$ cat config.mk
export PLATFORM = sky130hd
export DESIGN_NAME = strided_copy_engine
export DESIGN_NICKNAME = d
export VERILOG_FILES = /design/src/rtl/strided_copy_engine.sv
export SDC_FILE = /design/constraint.sdc
export NUM_CORES = 1
export LEC_CHECK = 0
export CORE_ASPECT_RATIO = 0.75
export CORE_UTILIZATION = 45
export CTS_BUF_LIST = sky130_fd_sc_hd__clkbuf_4 sky130_fd_sc_hd__clkbuf_8
export DETAILED_ROUTE_END_ITERATION = 16
export DONT_BUFFER_PORTS = 1
export GPL_ROUTABILITY_DRIVEN = 1
export GPL_TIMING_DRIVEN = 0
export PLACE_DENSITY = 0.58
export SETUP_SLACK_MARGIN = 0.02
export SLEW_MARGIN = 10
export SYNTH_ARGS = -nofsm -noshare
export SYNTH_HDL_FRONTEND = slang
export SYNTH_SLANG_ARGS = --single-unit
$ cat constraint.sdc
create_clock -name clk -period 7.7 [get_ports clk]
set_clock_uncertainty 0.05 [all_clocks]
set_input_delay 1.54 -clock clk [delete_from_list [all_inputs] [get_ports clk]]
set_output_delay 1.54 -clock clk [all_outputs]
set_load 0.005 [all_outputs]
$ cat src/rtl/strided_copy_engine.sv
module strided_copy_engine #(
  parameter int AW    = 28,
  parameter int DW    = 128,
  parameter int DEPTH = 4,
  parameter int CW    = 29
) (
  input  logic          clk,
  input  logic          rst_n,
  input  logic          reg_wr,
  input  logic [2:0]    reg_addr,
  input  logic [31:0]   reg_wdata,
  output logic [31:0]   reg_rdata,
  output logic          irq,
  output logic          src_valid,
  input  logic          src_ready,
  output logic [AW-1:0] src_addr,
  input  logic [DW-1:0] src_data,
  output logic          dst_valid,
  input  logic          dst_ready,
  output logic [AW-1:0] dst_addr,
  output logic [DW-1:0] dst_data
);
  localparam int PW = (DEPTH > 1) ? $clog2(DEPTH) : 1;

  logic [31:0] src_base, dst_base, size_b, in_dim, out_dim;
  logic        crop, busy, done, err;
  logic [AW-1:0] rd_ptr, wr_ptr;
  logic [15:0]   rd_col, wr_col;
  logic [CW-1:0] rd_left, wr_left;
  logic [DW-1:0] fifo [DEPTH];
  logic [PW-1:0] head, tail;
  logic [PW:0]   count;

  wire [15:0] in_w  = in_dim[15:0];
  wire [15:0] in_g  = in_dim[31:16];
  wire [15:0] out_w = out_dim[15:0];
  wire [15:0] out_g = out_dim[31:16];
  wire [32:0] size_up  = {1'b0, size_b} + 33'd15;
  wire [CW-1:0] nchunks = size_up[32:4];
  wire gap_mode = (in_g != 16'd0) || (out_g != 16'd0);
  wire bad = gap_mode ? (size_b < 32'd192 || in_w == 16'd0 || out_w == 16'd0 || !reg_wdata[2])
                      : (size_b < 32'd16);
  wire ctrl_wr = reg_wr && (reg_addr == 3'd5) && !busy;

  assign src_valid = busy && (rd_left != '0) && (count < (PW+1)'(DEPTH));
  assign dst_valid = busy && (count != '0);
  assign src_addr  = rd_ptr;
  assign dst_addr  = wr_ptr;
  assign dst_data  = fifo[head];

  wire rd_hs = src_valid && src_ready;
  wire wr_hs = dst_valid && dst_ready;
  wire rd_eol = (rd_col == in_w - 16'd1);
  wire wr_eol = (wr_col == out_w - 16'd1);

  always_comb begin
    case (reg_addr)
      3'd0:    reg_rdata = src_base;
      3'd1:    reg_rdata = dst_base;
      3'd2:    reg_rdata = size_b;
      3'd3:    reg_rdata = in_dim;
      3'd4:    reg_rdata = out_dim;
      3'd5:    reg_rdata = {22'd0, err, done, 5'd0, crop, 1'b0, busy};
      default: reg_rdata = 32'd0;
    endcase
  end

  always_ff @(posedge clk or negedge rst_n) begin
    if (!rst_n) begin
      src_base <= '0; dst_base <= '0; size_b <= '0; in_dim <= '0; out_dim <= '0;
      crop <= 1'b0; busy <= 1'b0; done <= 1'b0; err <= 1'b0; irq <= 1'b0;
      rd_ptr <= '0; wr_ptr <= '0; rd_col <= '0; wr_col <= '0;
      rd_left <= '0; wr_left <= '0;
    end else begin
      irq <= 1'b0;
      if (reg_wr && !busy) begin
        case (reg_addr)
          3'd0: src_base <= reg_wdata;
          3'd1: dst_base <= reg_wdata;
          3'd2: size_b   <= reg_wdata;
          3'd3: in_dim   <= reg_wdata;
          3'd4: out_dim  <= reg_wdata;
          default: ;
        endcase
      end
      if (ctrl_wr) begin
        crop <= reg_wdata[2];
        done <= 1'b0;
        err  <= 1'b0;
        if (reg_wdata[0]) begin
          if (bad) begin
            done <= 1'b1;
            err  <= 1'b1;
            irq  <= 1'b1;
          end else begin
            busy    <= 1'b1;
            rd_ptr  <= src_base[AW+3:4];
            wr_ptr  <= dst_base[AW+3:4];
            rd_col  <= '0;
            wr_col  <= '0;
            rd_left <= nchunks;
            wr_left <= nchunks;
          end
        end
      end
      if (rd_hs) begin
        rd_left <= rd_left - 1'b1;
        rd_col  <= rd_eol ? 16'd0 : rd_col + 16'd1;
        rd_ptr  <= rd_ptr + (rd_eol ? AW'(in_g) + AW'(1) : AW'(1));
      end
      if (wr_hs) begin
        wr_left <= wr_left - 1'b1;
        wr_col  <= wr_eol ? 16'd0 : wr_col + 16'd1;
        wr_ptr  <= wr_ptr + (wr_eol ? AW'(out_g) + AW'(1) : AW'(1));
        if (wr_left == CW'(1)) begin
          busy <= 1'b0;
          done <= 1'b1;
          irq  <= 1'b1;
        end
      end
    end
  end

  always_ff @(posedge clk or negedge rst_n) begin
    if (!rst_n) begin
      head <= '0; tail <= '0; count <= '0;
    end else begin
      if (rd_hs) tail <= (tail == PW'(DEPTH-1)) ? '0 : tail + 1'b1;
      if (wr_hs) head <= (head == PW'(DEPTH-1)) ? '0 : head + 1'b1;
      count <= count + (PW+1)'(rd_hs) - (PW+1)'(wr_hs);
    end
  end

  always_ff @(posedge clk) if (rd_hs) fifo[tail] <= src_data;

  assert_fifo_bound_R12: assert property (@(posedge clk) disable iff (!rst_n)
    count <= (PW+1)'(DEPTH));
  assert_balance_R6: assert property (@(posedge clk) disable iff (!rst_n)
    wr_left == rd_left + CW'(count));
  assert_idle_quiet_R11: assert property (@(posedge clk) disable iff (!rst_n)
    !busy |-> (!src_valid && !dst_valid));
  assert_irq_pulse_R7: assert property (@(posedge clk) disable iff (!rst_n)
    irq |=> !irq);
  assert_busy_fall_done_R7: assert property (@(posedge clk) disable iff (!rst_n)
    $fell(busy) |-> (done && irq && !err));
  assert_src_hold_R3: assert property (@(posedge clk) disable iff (!rst_n)
    (src_valid && !src_ready) |=> (src_valid && $stable(src_addr)));
  assert_dst_hold_R4: assert property (@(posedge clk) disable iff (!rst_n)
    (dst_valid && !dst_ready) |=> (dst_valid && $stable(dst_addr) && $stable(dst_data)));
endmodule

=== Word level (Yosys, flattened, before mapping) ===
Memory sizes are Yosys's and may differ from the RTL's.
Cells that the tools add are included.

* Flip-flop bits (word level): 318
* Bits in latches: 0
* RAM bits: 512
* ROM bits: 0
* Input port bits: 168
* Output and inout port bits: 219
* Memories kept: 1

{| class="wikitable"
|+ Memories
! name !! words !! bits a word !! read ports !! clocked after Yosys merged registers in !! write ports !! line !! source
|-
| fifo || 4 || 128 || 1 || 0 || 1 || 30 || <nowiki>logic [DW-1:0] fifo [DEPTH];</nowiki>
|}

* Add/subtract/negate cells: 15
* Multipliers: 0
* Div/mod/pow operators: 0
* $lt $le $gt $ge: 3
* Equal/unequal tests: 12
* Shift-type cells: 0
* Muxes and demuxes: 41
* Bitwise operators: 0
* Reduce and logical (&&, ||, !) cells: 32

{| class="wikitable"
|+ Operators by type and width
! operator !! number
|-
| $mux W28 || 8
|-
| $pmux W32 S6 || 1
|-
| $mux W29 || 5
|-
| $mux W16 || 7
|-
| $sub A29 B1 Y29 const B || 2
|-
| $add A28 B17 Y28 || 2
|-
| $add A16 B1 Y17 const B || 2
|-
| $mux W17 || 2
|-
| $add A32 B4 Y33 const B || 1
|-
| $add A16 B1 Y16 const B || 2
|-
| $eq A16 B16 Y1 || 2
|-
| $logic_not A16 Y1 || 2
|-
| $lt A32 B5 Y1 const B || 1
|-
| $lt A32 B8 Y1 const B || 1
|-
| $reduce_bool A16 Y1 || 2
|-
| $sub A16 B1 Y16 const B || 2
|-
| $eq A29 B1 Y1 const B || 1
|-
| $reduce_bool A29 Y1 || 1
|-
| $mux W1 || 16
|-
| $reduce_and A2 Y1 || 5
|-
| $logic_and A1 B1 Y1 || 8
|-
| $reduce_bool A2 Y1 || 4
|-
| $eq A3 B2 Y1 const B || 2
|-
| $eq A3 B3 Y1 const B || 2
|-
| 13 further kinds || 22
|}

=== Longest topological paths before layout ===
* Word-level depth: 10
* Mapped depth: 20

=== Worst setup path after synthesis ===
Ideal clock, no wire load.

* Path type: input to register
* Start point: in src_ready
* End point: mem fifo[1][0], enable pin
* Setup time: 0.502 ns
* Arrival time: 5.572 ns
* Data required time: 7.148 ns
* Path slack: 1.576 ns
* Stages: 5
* Cell sequence: o311a_1 > clkbuf_1 > clkbuf_1 > clkbuf_1 > and2_1

* Longest elaborated chain between the ends: 3

{| class="wikitable"
|+ Ends and longest elaborated chain
! element !! line !! source
|-
| start, declared || 15 || <nowiki>input logic src_ready,</nowiki>
|-
| $logic_and A1 B1 Y1 || 51 || <nowiki>wire rd_hs = src_valid && src_ready;</nowiki>
|-
| $mux W1 || 134 || <nowiki>always_ff @(posedge clk) if (rd_hs) fifo[tail] <= src_data;</nowiki>
|-
| $mux W1 (not written as such) || 134 ||
|-
| end, declared || 30 ||
|}

Every way passes these cells.

=== Final worst setup path ===
* Start point: reg in_dim[0]
* End point: reg rd_ptr[21] (netlist: src_addr[21])

* Longest elaborated chain between the ends: 7
* Elaborated cells between the ends (all ways): 12
* Those cells by class: add/sub: 2; eq/ne: 2; mux: 3; reduce/logical: 5

{| class="wikitable"
|+ Ends and longest elaborated chain
! element !! line !! source
|-
| start, declared || 25 || <nowiki>logic [31:0] src_base, dst_base, size_b, in_dim, out_dim;</nowiki>
|-
| start signal, assigned || 81 || <nowiki>3'd3: in_dim <= reg_wdata;</nowiki>
|-
| parallel branches: the longest is 7 deep, another holds $add A28 B17 Y28 || n/a ||
|-
| end signal, assigned || 97 || <nowiki>rd_ptr <= src_base[AW+3:4];</nowiki>
|-
| end signal, assigned || 109 || <nowiki>rd_ptr <= rd_ptr + (rd_eol ? AW'(in_g) + AW'(1) : AW'(1));</nowiki>
|-
| end, declared || 27 || <nowiki>logic [AW-1:0] rd_ptr, wr_ptr;</nowiki>
|}

Several ways; the timed one is not identified.
A chain may end at the register's enable or synchronous reset.

==> impl_metrics.env <==
export IMPL_status="finished, final reports clean"
export IMPL_crit_path_max_incr_delay_ns=0.75
export IMPL_grt_overflow=0
export IMPL_antenna_found_initial=2
export IMPL_synth_edf_count=512
export IMPL_fp_dieH_um=253
export IMPL_netlist_top_cells_area="edfxtp_1 (41%), dfrtp_1 (21%), mux4_2 (8.6%), mux2_2 (4.7%), nand2_1 (1.8%)"
export IMPL_clock_path_buffers=3
export IMPL_finalWirelength_mm=118
export IMPL_grt_pass1_wl_mm=167
export IMPL_nets=3063
export IMPL_portBuffers=0
export IMPL_ant_nets=0
export IMPL_cp_arrival_ns=7.41
export IMPL_p_sw_uw=4490
export IMPL_maxSlewHeadroom_pct=9.96
export IMPL_drive_gt1_share_pct=20.1
export IMPL_numCtsBuffers=136
export IMPL_ir_drop_mv=0.192
export IMPL_setup_viol=0
export IMPL_ys_ff_latch=830
export IMPL_fin_crit_sh_pct=88.1
export IMPL_p_per_area_nw_per_um2=319
export IMPL_route_detailed_drc=0
export IMPL_hp_class="input port to async pin"
export IMPL_use_met1_pct=38.6
export IMPL_cts_sinks=830
export IMPL_synth_largest_area_cell="edfxtp_1"
export IMPL_final_util_pct=51.2
export IMPL_r2r_cells=19
export IMPL_wl_per_cell_um=28.9
export IMPL_drv_slew=0
export IMPL_slowest_stage="a311oi_2"
export IMPL_clk_latency_ns=0.80
export IMPL_end_kind="register"
export IMPL_ys_async_sr_fraction_pct=38.3
export IMPL_rsz0062_at_grt="false"
export IMPL_grt_util_met2_pct=39.5
export IMPL_viasPerCell=6.20
export IMPL_switching_share_pct=33.2
export IMPL_seq_power_share_pct=46.4
export IMPL_cts_resized=0
export IMPL_path_depth=19
export IMPL_crit_fanout=10
export IMPL_syn_area_per_cell_um2=14.1
export IMPL_synth_top_area_share_pct=40.6
export IMPL_fmax_mhz=147
export IMPL_rows=91
export IMPL_synth_distinct_cells=83
export IMPL_synth_net_count=2914
export IMPL_grt_pass1_vias=24000
export IMPL_initial_utilization_pct=45.8
export IMPL_place_congestion=1.01
export IMPL_cp_start_kind="register"
export IMPL_cts_setup_buffers=0
export IMPL_path_buf_inv=3
export IMPL_dp_hpwl_mm=86.0
export IMPL_hold_violations=0
export IMPL_grt_use_total_pct=27.3
export IMPL_worstMarginPinSlew_ns=1.35
export IMPL_core_area_um2=82800
export IMPL_required_ns=8.33
export IMPL_vias=25200
export IMPL_chipWidth_um=337
export IMPL_drtPass1Iterations=5
export IMPL_netlist_instances=2690
export IMPL_drt_iter0_markers=2624
export IMPL_post_route_cell_area_um2=42400
export IMPL_syn_to_final_growth_pct=12.0
export IMPL_synth_flop_cell="edfxtp_1"
export IMPL_ys_seq_area_share_pct=61.6
export IMPL_crit_family="simple AND/OR/NAND/NOR gates"
export IMPL_cts_root_buffer="clkbuf_8"
export IMPL_cts_tree="built"
export IMPL_path_cells="inv_1, ha_1, nor4b_1, nand4_1, xnor2_1, nor4b_1, nand3_1, nand3b_1, clkbuf_1, nor2_1, ha_1, a211oi_1, o21ai_0, a41oi_1, nand2_1, a311oi_2, clkbuf_1, o311ai_0, o311ai_0"
export IMPL_finalSetupTns_ns=0
export IMPL_yosysWarnings=0
export IMPL_power_frac_comb_pct=23.9
export IMPL_clk_pin_slew_ns=0.06
export IMPL_grt_busiest_layer="met2"
export IMPL_grt_util_met3_pct=9.72
export IMPL_clkPwrFrac_pct=29.7
export IMPL_maxCapViolCount=0
export IMPL_critPathKind="register to register"
export IMPL_period_minus_slack_ns=6.78
export IMPL_grt_max_degree=319
export IMPL_placed_area_um2=39600
export IMPL_postCtsHoldBufs=0
export IMPL_htreeDepth=4
export IMPL_p_int_uw=9040
export IMPL_dieArea_um2=85300
export IMPL_p_leak_uw=0.0152
export IMPL_netlist_area_um2=37900
export IMPL_ios=387
[final timing paths]
kind                        startpoint            to  slack [ns]
setup / recovery             in_dim[0]  src_addr[21]        0.92
hold reg to reg            wr_left[10]   wr_left[10]        0.41
setup reg to reg             in_dim[0]  src_addr[21]        0.92
hold / removal                   rst_n     rd_col[6]        0.39
max in group asynchronous        rst_n  dst_addr[15]        6.53
min in group clk           wr_left[10]   wr_left[10]        0.41
[kinds of logic (layout without fill, tap and decap cells)]
group                    Yosys count  in the layout  synth area share (%)
multiplexers                     337            337                  14.2
flip-flops                       830            830                  61.6
other                              0              1                     0
buffers and inverters            187            442                  1.96
AO/OA/AOI/OAI                    424            424                  7.67
XOR/XNOR                         126            126                  2.91
AND/OR/NAND/NOR                  729            729                  9.69
adder cells (fa/ha/maj)           57             57                  1.94
[state kept, by name (all words and copies together), names as in the netlist]
register	flops
tail	2
wr_col	16
rd_col	16
head	2
out_dim	32
count	3
wr_left	29
crop	1
rd_left	29
src_base	32
err	1
src_addr	28
irq	1
busy	1
size_b	32
dst_addr	28
done	1
dst_base	32
fifo	512
in_dim	32
[through the flow]
step                      instances  setup WS [ns]  total power [µW]  hold WS (ns)
after floorplan                2690           1.58              8270         0.376
after global placement         3806          -1.80              9510         0.396
after detailed placement       3817           1.06              9570         0.409
after CTS                      4061           1.03             13600         0.331
after global routing           4062          0.431             14100         0.339
final                          4062          0.919             13500         0.394
[synthesized netlist by cell type, types with 10 or more instances]
library cell,number
o22ai_1,25
nand2_1,180
edfxtp_1,512
or2_2,16
xor2_1,54
a221oi_1,10
a22oi_1,30
or3_1,24
a21oi_1,69
mux4_2,145
nand3b_1,11
clkbuf_1,78
xnor2_1,72
and2_1,13
a211oi_1,21
a311oi_1,12
nand3_1,74
and3_1,42
buf_1,41
nor2_1,163
a31oi_1,19
o311ai_0,15
or4_1,14
nor3_1,64
mux2_2,157
o211ai_1,27
mux2i_1,35
a21o_1,16
ha_1,53
nor2b_1,12
nand4_1,24
dfrtp_1,318
inv_1,46
a221o_1,15
nand2b_1,15
a22o_1,16
buf_2,18
nor4_1,37
o21ai_0,90
[power by group through the flow]
stage,clock network [µW],registers (µW),logic (µW)
global placement,0,6350,3160
detailed placement,0,6310,3250
global route,4300,6320,3490
floorplan,0,5930,2340
finish,4020,6280,3230
CTS,4110,6230,3270
[final cells by class]
class / count / area, µm²
timing repair buffer: 11 / 288
multi-input combinational: 1673 / 13800
antenna: 1 / 2.50
clock inverter: 54 / 434
buffer: 140 / 564
inverter: 47 / 176
clock buffer: 190 / 2400
fill: 7030 / 40400
tap: 1116 / 1400
sequential: 830 / 23300
[per-layer routing]
metal	wire, µm	vias to the layer above	part of all wire (%)
li1	-	10800	-
met1	49900	13100	42
met2	51800	1202	44
met3	13000	186	11
met4	2890	0	2.5
met5	0	-	0
[cells in the final DEF, fill, tap and decap left out, types with 16 or more instances in the layout]
cell type / n
a211oi_1: 21
a21o_1: 16
a21oi_1: 69
a22o_1: 16
a22oi_1: 30
a31oi_1: 18
and3_1: 42
buf_1: 41
buf_2: 18
clkbuf_1: 78
clkbuf_4: 34
clkbuf_8: 156
clkinv_1: 22
dfrtp_1: 318
edfxtp_1: 512
ha_1: 53
inv_1: 46
mux2_2: 157
mux2i_1: 35
mux4_2: 145
nand2_1: 180
nand3_1: 74
nand4_1: 24
nor2_1: 163
nor3_1: 64
nor4_1: 37
o211ai_1: 27
o21ai_0: 90
o22ai_1: 25
or2_2: 16
or3_1: 24
xnor2_1: 72
xor2_1: 54
(Power assumes the default switching activity.)
